==> src/rtl/i2c_seq_pkg.sv <==
package i2c_seq_pkg;

  typedef enum logic [3:0] {
    ST_IDLE,
    ST_WAIT_BUS,
    ST_RECOVER,
    ST_START,
    ST_DEV_ADDR_W,
    ST_REG_ADDR,
    ST_RSTART,
    ST_DEV_ADDR_R,
    ST_DUMMY,
    ST_READ_DATA,
    ST_NACK_LAST,
    ST_WRITE_DATA,
    ST_STOP
  } stage_t;

  typedef enum logic [2:0] {
    OP_START     = 3'd0,
    OP_RSTART    = 3'd1,
    OP_WRITE     = 3'd2,
    OP_RX_ARM    = 3'd3,
    OP_READ_ACK  = 3'd4,
    OP_READ_NACK = 3'd5,
    OP_STOP      = 3'd6
  } bus_op_t;

  typedef enum logic [1:0] {
    FLT_NONE      = 2'd0,
    FLT_BUSY      = 2'd1,
    FLT_TIMEOUT   = 2'd2,
    FLT_PERMANENT = 2'd3
  } fault_t;

  // Address byte: 7-bit device address in the upper bits, direction in bit 0.
  function automatic logic [7:0] addr_byte(input logic [6:0] dev, input logic rd);
    return {dev, rd};
  endfunction

  // Stage that follows a completed bus command.
  function automatic stage_t stage_after(input stage_t cur, input logic rd,
                                         input logic len_zero, input logic at_last,
                                         input logic pre_last);
    stage_t n;
    n = ST_IDLE;
    case (cur)
      ST_START:      n = ST_DEV_ADDR_W;
      ST_DEV_ADDR_W: n = ST_REG_ADDR;
      ST_REG_ADDR:   n = rd ? ST_RSTART : (len_zero ? ST_STOP : ST_WRITE_DATA);
      ST_WRITE_DATA: n = at_last ? ST_STOP : ST_WRITE_DATA;
      ST_RSTART:     n = ST_DEV_ADDR_R;
      ST_DEV_ADDR_R: n = ST_DUMMY;
      ST_DUMMY:      n = at_last ? ST_NACK_LAST : ST_READ_DATA;
      ST_READ_DATA:  n = pre_last ? ST_NACK_LAST : ST_READ_DATA;
      ST_NACK_LAST:  n = ST_STOP;
      default:       n = ST_IDLE;
    endcase
    return n;
  endfunction

  // True for stages whose completion delivers a data byte for the buffer.
  function automatic logic stage_stores(input stage_t cur);
    return (cur == ST_READ_DATA) || (cur == ST_NACK_LAST);
  endfunction

endpackage

==> src/rtl/i2c_seq_index.sv <==
module i2c_seq_index #(
  parameter int LEN_W = 4
) (
  input  logic             clk,
  input  logic             rst_n,
  input  logic             clear,
  input  logic             step,
  input  logic [LEN_W-1:0] len,
  output logic [LEN_W-1:0] idx,
  output logic             at_last,
  output logic             pre_last
);

  localparam logic [LEN_W-1:0] ONE = LEN_W'(1);

  logic [LEN_W-1:0] last_pos;
  logic [LEN_W-1:0] idx_next;

  assign last_pos = len - ONE;
  assign idx_next = idx + ONE;

  always_ff @(posedge clk or negedge rst_n) begin
    if (!rst_n)     idx <= '0;
    else if (clear) idx <= '0;
    else if (step)  idx <= idx_next;
  end

  assign at_last  = (idx == last_pos);
  assign pre_last = (idx_next == last_pos);

endmodule

==> src/rtl/i2c_seq_wait_timer.sv <==
module i2c_seq_wait_timer #(
  parameter int TIMEOUT_CYC = 64
) (
  input  logic clk,
  input  logic rst_n,
  input  logic run,
  output logic expired
);

  localparam int CW = $clog2(TIMEOUT_CYC + 1);
  localparam logic [CW-1:0] LAST = CW'(TIMEOUT_CYC - 1);

  logic [CW-1:0] cnt;

  always_ff @(posedge clk or negedge rst_n) begin
    if (!rst_n)           cnt <= '0;
    else if (!run)        cnt <= '0;
    else if (cnt != LAST) cnt <= cnt + CW'(1);
  end

  assign expired = run && (cnt == LAST);

endmodule

==> src/rtl/i2c_seq_cmd_map.sv <==
module i2c_seq_cmd_map
  import i2c_seq_pkg::*;
(
  input  stage_t      stage,
  input  logic [6:0]  dev,
  input  logic [7:0]  reg_addr,
  input  logic [7:0]  wdata,
  output logic        issue,
  output bus_op_t     op,
  output logic [7:0]  data_o
);

  always_comb begin
    issue  = 1'b1;
    op     = OP_STOP;
    data_o = 8'h00;
    case (stage)
      ST_START:      op = OP_START;
      ST_DEV_ADDR_W: begin op = OP_WRITE; data_o = addr_byte(dev, 1'b0); end
      ST_REG_ADDR:   begin op = OP_WRITE; data_o = reg_addr; end
      ST_WRITE_DATA: begin op = OP_WRITE; data_o = wdata; end
      ST_RSTART:     op = OP_RSTART;
      ST_DEV_ADDR_R: begin op = OP_WRITE; data_o = addr_byte(dev, 1'b1); end
      ST_DUMMY:      op = OP_RX_ARM;
      ST_READ_DATA:  op = OP_READ_ACK;
      ST_NACK_LAST:  op = OP_READ_NACK;
      ST_STOP:       op = OP_STOP;
      default:       issue = 1'b0;
    endcase
  end

endmodule

==> src/rtl/i2c_xact_seq.sv <==
module i2c_xact_seq
  import i2c_seq_pkg::*;
#(
  parameter int LEN_W       = 4,
  parameter int CLK_PER_BIT = 2500,
  parameter int TIMEOUT_CYC = 2 * ((1 << LEN_W) + 5) * 9 * CLK_PER_BIT
) (
  input  logic             clk,
  input  logic             rst_n,
  input  logic             req_start,
  input  logic             req_read,
  input  logic [6:0]       req_dev,
  input  logic [7:0]       req_reg,
  input  logic [LEN_W-1:0] req_len,
  output logic [LEN_W-1:0] buf_idx,
  input  logic [7:0]       buf_wdata,
  output logic             buf_we,
  output logic [7:0]       buf_rdata,
  output logic             cmd_valid,
  output logic [2:0]       cmd_op,
  output logic [7:0]       cmd_byte,
  input  logic             cmd_done,
  input  logic [7:0]       cmd_rx,
  input  logic             bus_busy,
  output logic             recover_req,
  input  logic             recover_done,
  output logic             in_prog,
  output logic             xact_done,
  output logic [1:0]       fault
);

  localparam logic [LEN_W-1:0] ONE_BYTE = LEN_W'(1);

  stage_t           stg;
  stage_t           nxt_stg;
  logic             waiting;
  logic             rd_q;
  logic [6:0]       dev_q;
  logic [7:0]       reg_q;
  logic [LEN_W-1:0] len_q;
  logic             retried;
  logic             prog_q;
  logic             done_q;
  fault_t           fault_q;

  // Named internal events.
  logic             cmd_fire;
  logic             step_done;
  logic             launch;
  logic             idx_step;
  logic             len_zero;
  logic             at_last;
  logic             pre_last;
  logic             tmr_expired;
  logic             map_issue;
  bus_op_t          map_op;
  logic [7:0]       map_byte;
  logic [LEN_W-1:0] idx;

  i2c_seq_cmd_map u_map (
    .stage    (stg),
    .dev      (dev_q),
    .reg_addr (reg_q),
    .wdata    (buf_wdata),
    .issue    (map_issue),
    .op       (map_op),
    .data_o   (map_byte)
  );

  i2c_seq_index #(.LEN_W(LEN_W)) u_index (
    .clk      (clk),
    .rst_n    (rst_n),
    .clear    (stg == ST_IDLE),
    .step     (idx_step),
    .len      (len_q),
    .idx      (idx),
    .at_last  (at_last),
    .pre_last (pre_last)
  );

  i2c_seq_wait_timer #(.TIMEOUT_CYC(TIMEOUT_CYC)) u_timer (
    .clk     (clk),
    .rst_n   (rst_n),
    .run     (stg == ST_WAIT_BUS),
    .expired (tmr_expired)
  );

  assign cmd_fire  = map_issue && !waiting;
  assign step_done = waiting && cmd_done;
  assign len_zero  = (len_q == '0);
  assign idx_step  = step_done && ((stg == ST_WRITE_DATA) || (stg == ST_READ_DATA));
  assign launch    = !bus_busy &&
                     (((stg == ST_IDLE) && req_start) || (stg == ST_WAIT_BUS));
  assign nxt_stg   = stage_after(stg, rd_q, len_zero, at_last, pre_last);

  always_ff @(posedge clk or negedge rst_n) begin
    if (!rst_n) begin
      stg     <= ST_IDLE;
      waiting <= 1'b0;
      rd_q    <= 1'b0;
      dev_q   <= '0;
      reg_q   <= '0;
      len_q   <= '0;
      retried <= 1'b0;
      prog_q  <= 1'b0;
      done_q  <= 1'b0;
      fault_q <= FLT_NONE;
    end else begin
      done_q <= 1'b0;
      if (cmd_fire)  waiting <= 1'b1;
      if (step_done) waiting <= 1'b0;
      case (stg)
        ST_IDLE: begin
          if (req_start) begin
            rd_q    <= req_read;
            dev_q   <= req_dev;
            reg_q   <= req_reg;
            len_q   <= (req_read && (req_len == '0)) ? ONE_BYTE : req_len;
            retried <= 1'b0;
            if (launch) begin
              stg     <= ST_START;
              prog_q  <= 1'b1;
              fault_q <= FLT_NONE;
            end else begin
              stg     <= ST_WAIT_BUS;
              fault_q <= FLT_BUSY;
            end
          end
        end
        ST_WAIT_BUS: begin
          if (launch) begin
            stg    <= ST_START;
            prog_q <= 1'b1;
          end else if (tmr_expired) begin
            if (retried) begin
              fault_q <= FLT_PERMANENT;
              stg     <= ST_IDLE;
              done_q  <= 1'b1;
            end else begin
              fault_q <= FLT_TIMEOUT;
              retried <= 1'b1;
              stg     <= ST_RECOVER;
            end
          end
        end
        ST_RECOVER: begin
          if (recover_done) stg <= ST_WAIT_BUS;
        end
        default: begin
          if (step_done) begin
            stg <= nxt_stg;
            if (stg == ST_STOP) begin
              prog_q <= 1'b0;
              done_q <= 1'b1;
            end
          end
        end
      endcase
    end
  end

  assign buf_idx     = idx;
  assign buf_we      = step_done && stage_stores(stg);
  assign buf_rdata   = cmd_rx;
  assign cmd_valid   = cmd_fire;
  assign cmd_op      = map_op;
  assign cmd_byte    = map_byte;
  assign recover_req = (stg == ST_RECOVER);
  assign in_prog     = prog_q;
  assign xact_done   = done_q;
  assign fault       = fault_q;

endmodule

==> config.mk <==
export PLATFORM = sky130hd
export DESIGN_NAME = i2c_xact_seq
export DESIGN_NICKNAME = d
export VERILOG_FILES = /design/src/rtl/i2c_seq_pkg.sv /design/src/rtl/i2c_seq_index.sv /design/src/rtl/i2c_seq_wait_timer.sv /design/src/rtl/i2c_seq_cmd_map.sv /design/src/rtl/i2c_xact_seq.sv
export SDC_FILE = /design/constraint.sdc
export NUM_CORES = 1
export LEC_CHECK = 0
export BUFFER_PORTS_ARGS = -buffer_cell sky130_fd_sc_hd__clkbuf_2
export CAP_MARGIN = 30
export CORE_ASPECT_RATIO = 0.7
export CORE_MARGIN = 2
export CORE_UTILIZATION = 35
export DETAILED_ROUTE_END_ITERATION = 16
export SLEW_MARGIN = 15
export SYNTH_ARGS = -nofsm -noshare
export SYNTH_HDL_FRONTEND = slang
export SYNTH_SLANG_ARGS = --single-unit
==> constraint.sdc <==
create_clock -name clk -period 3.1 [get_ports clk]
set_input_delay 0.465 -clock clk [delete_from_list [all_inputs] [get_ports clk]]
set_output_delay 0.465 -clock clk [all_outputs]
set_load 0.02 [all_outputs]
==> impl_metrics.py <==
metrics = {
    "cts": {
        "cts_tree": "built",
        "cts_resized": 0,
        "cts_buffers": 5,
        "holdBufCountCts": 0,
        "cts_buffer_depth": 2,
        "cts_max_level": 2,
        "path_clk_slew_ns": 0.07,
        "clk_latency_ns": 0.29,
        "root_buffer": "clkbuf_16",
        "postCtsSetupBuffers": 0,
        "numClockSinks": 53,
    },
    "finish": {
        "n_antenna_cell": 0,
        "final_nets": 409,
        "drive_gt1_frac": 0.266,
        "final_util": 0.417,
        "mostFrequentLayoutCells": "clkbuf_2, dfrtp_1, nand2_1",
        "syn2layout_area_growth_pct": 15.9,
        "mostFrequentLayoutCell": "clkbuf_2",
        "final_cells": 484,
    },
    "setup_path": {
        "startpoint_type": "flip-flop",
        "crit_top_cell": "inv_1",
        "cp_max_fo": 19,
        "path_depth": 5,
        "arrival_ns": 2.18,
        "crit_slowest_cell": "dfrtp_1",
        "path_class": "reg -> out",
        "endpoint_kind": "primary output",
        "reg2regPathDepth": 5,
        "crit-reg2reg-launch": "stg[3]$_DFFE_PN0P_",
        "rrSetupSlack_ns": 0.94,
        "critPathMaxStageDelay_ns": 0.76,
        "crit_buf_inv": 3,
        "crit_chain": "inv_1 -> and3_1 -> a222oi_1 -> inv_1 -> clkbuf_2",
        "path_delay_family": "flip-flops",
        "worstPathRequired_ns": 2.63,
        "reg2reg_to": "reg_q[0]$_DFFE_PN0P_",
    },
    "drt": {
        "route.detailed.drc": 0,
        "drt_first_pass_iters": 4,
        "routed_wl_microns": 7160,
        "vias_per_cell": 5.06,
        "routedWlPerCell_microns": 14.8,
        "ant_nets": 0,
        "vias": 2451,
        "dr.first_iter.drc_count": 206,
    },
    "flow_run": {
        "maxCapViolCount": 0,
    },
    "sta": {
        "finalCritPeriodShare": 0.852,
        "fin_ws_ns": 0.457,
        "finalCriticalPeriod_ns": 2.64,
        "drv_slew": 0,
        "setup_violations": 0,
        "rsz0062_at_grt": "no",
        "fmax_mhz": 378,
        "fin_skew_ns": 0.00565,
        "hold_viol": 0,
        "relSlewSlack": 0.547,
        "tns_ns": 0,
        "worst_slew_pin_slew_ns": 0.673,
    },
    "yosys": {
        "synth_cells": 323,
        "synth_seq_cells": 53,
        "synthArstFlopShare": 1.00,
        "synth_sequential_area_ratio": 0.434,
        "yosysTopAreaCell": "dfrtp_1",
        "yosys_warnings": 0,
        "synth_top_area_frac": 0.434,
        "synth.distinct_cells": 52,
        "synth_area_leaders": "dfrtp_1, mux2_2, xor2_1, nand2_1, nor2_1",
        "netlist_area_sq_um": 3050,
        "ys.flop_type": "dfrtp_1",
        "synth_nets": 369,
        "avgSynthCellArea_sq_um": 9.45,
        "synth_edf_count": 0,
    },
    "die": {
        "die_y_microns": 82.1,
        "io_pins": 72,
        "die_x_microns": 116,
        "dieArea_sq_um": 9500,
        "rows": 28,
        "core_sq_um": 8480,
        "start_util": 0.360,
    },
    "min_path": {
        "hold_class": "in -> async",
    },
    "placement": {
        "hpwl_microns": 5410,
        "dp_cells": 476,
        "pre_cts_slack_ns": 0.793,
        "port_buffers": 55,
        "place_congestion": 0.806,
    },
    "power": {
        "vdd_drop_max_mv": 0.325,
        "power.total_uw": 3000,
        "p_per_area_nw_per_um2": 847,
        "leakagePower_uw": 0.00159,
    },
    "grt": {
        "grt_overflow_total": 0,
        "gr-usage-all-layers": 0.155,
        "grt_pass1_vias": 2355,
        "grt_first_pass_wirelength_microns": 11700,
        "grt_max_degree": 27,
        "antenna_found_initial": 0,
    },
    "run_status": {
        "status": "complete, no violations",
    },
}
## state kept, by name, summed over array words and instances (netlist names)
name / count
u_timer.cnt: 20
reg_q: 8
dev_q: 7
len_q: 4
stg: 4
u_index.idx: 4
fault: 1
in_prog: 1
rd_q: 1
retried: 1
waiting: 1
xact_done: 1
## kinds of logic (layout without fill, tap and decap cells)
kind of cell,Yosys count,count (layout),share of synthesized area
compound gates,52,52,0.109
xor+xnor,27,27,0.0820
fa+ha+maj,4,4,0.0164
buf+inv,41,82,0.0648
flops,53,53,0.434
mux,21,21,0.0766
simple gates,125,125,0.217
## area by class of cell
cell class,count,area [sq um]
repair buffers,60,313
clock inverters,2,38.8
fillers,854,4940
multi-input cells,229,1530
flip-flops and latches,53,1330
well taps,120,150
inverters,14,52.6
clock buffers,6,129
## where the power goes
group	internal (uW)	switching (uW)	leakage, uW
Combinational	535	723	0.000827
Sequential	882	225	0.000683
Clock	383	247	0.0000810
## metrics by stage
stage | cell area, sq um | hold WS, ns
final | 3540 | 0.0625
after global routing | 3540 | 0.0701
after CTS | 3540 | 0.0672
after detailed placement | 3370 | 0.373
after global placement | 3370 | 0.377
after floorplan | 3050 | 0.169
## worst max path at each step
stage	slack (ns)	to	startpoint
2_1_floorplan	1.06	cmd_byte[1]	stg[1]$_DFFE_PN0P_
3_3_place_gp	0.88	cmd_byte[4]	stg[1]$_DFFE_PN0P_
3_5_place_dp	0.79	cmd_byte[7]	stg[1]$_DFFE_PN0P_
4_1_cts	0.49	cmd_byte[7]	stg[1]$_DFFE_PN0P_
5_1_grt	0.34	cmd_byte[4]	stg[1]$_DFFE_PN0P_
6_report	0.46	cmd_byte[4]	stg[1]$_DFFE_PN0P_
## cells in the mapped netlist (5+ instances only)
| master | number |
|---|---|
| nand3_1 | 9 |
| nor2b_1 | 5 |
| xor2_1 | 17 |
| and3_1 | 5 |
| clkbuf_1 | 14 |
| inv_1 | 14 |
| a222oi_1 | 7 |
| o21ai_0 | 13 |
| a21oi_1 | 19 |
| nand2_1 | 33 |
| xnor2_1 | 9 |
| mux2_2 | 19 |
| buf_4 | 11 |
| dfrtp_1 | 53 |
| nand4_1 | 9 |
| nor2_1 | 32 |
## metal layers
layer	track usage	part of all wire	up-vias
li1	-	-	1210
met1	0.238	0.53	1203
met2	0.225	0.42	36
met3	0.0321	0.044	2
met4	0.0345	0.0064	0
met5	0	0	-
## worst reg2reg max path, delay by kind of cell (launching register included)
| family | cells | cell delay, ns |
|---|---|---|
| simple gates | 3 | 0.86 |
| flops | 1 | 0.53 |
| buf+inv | 1 | 0.28 |
| mux | 1 | 0.38 |
Power figures use the tool's default switching activity.
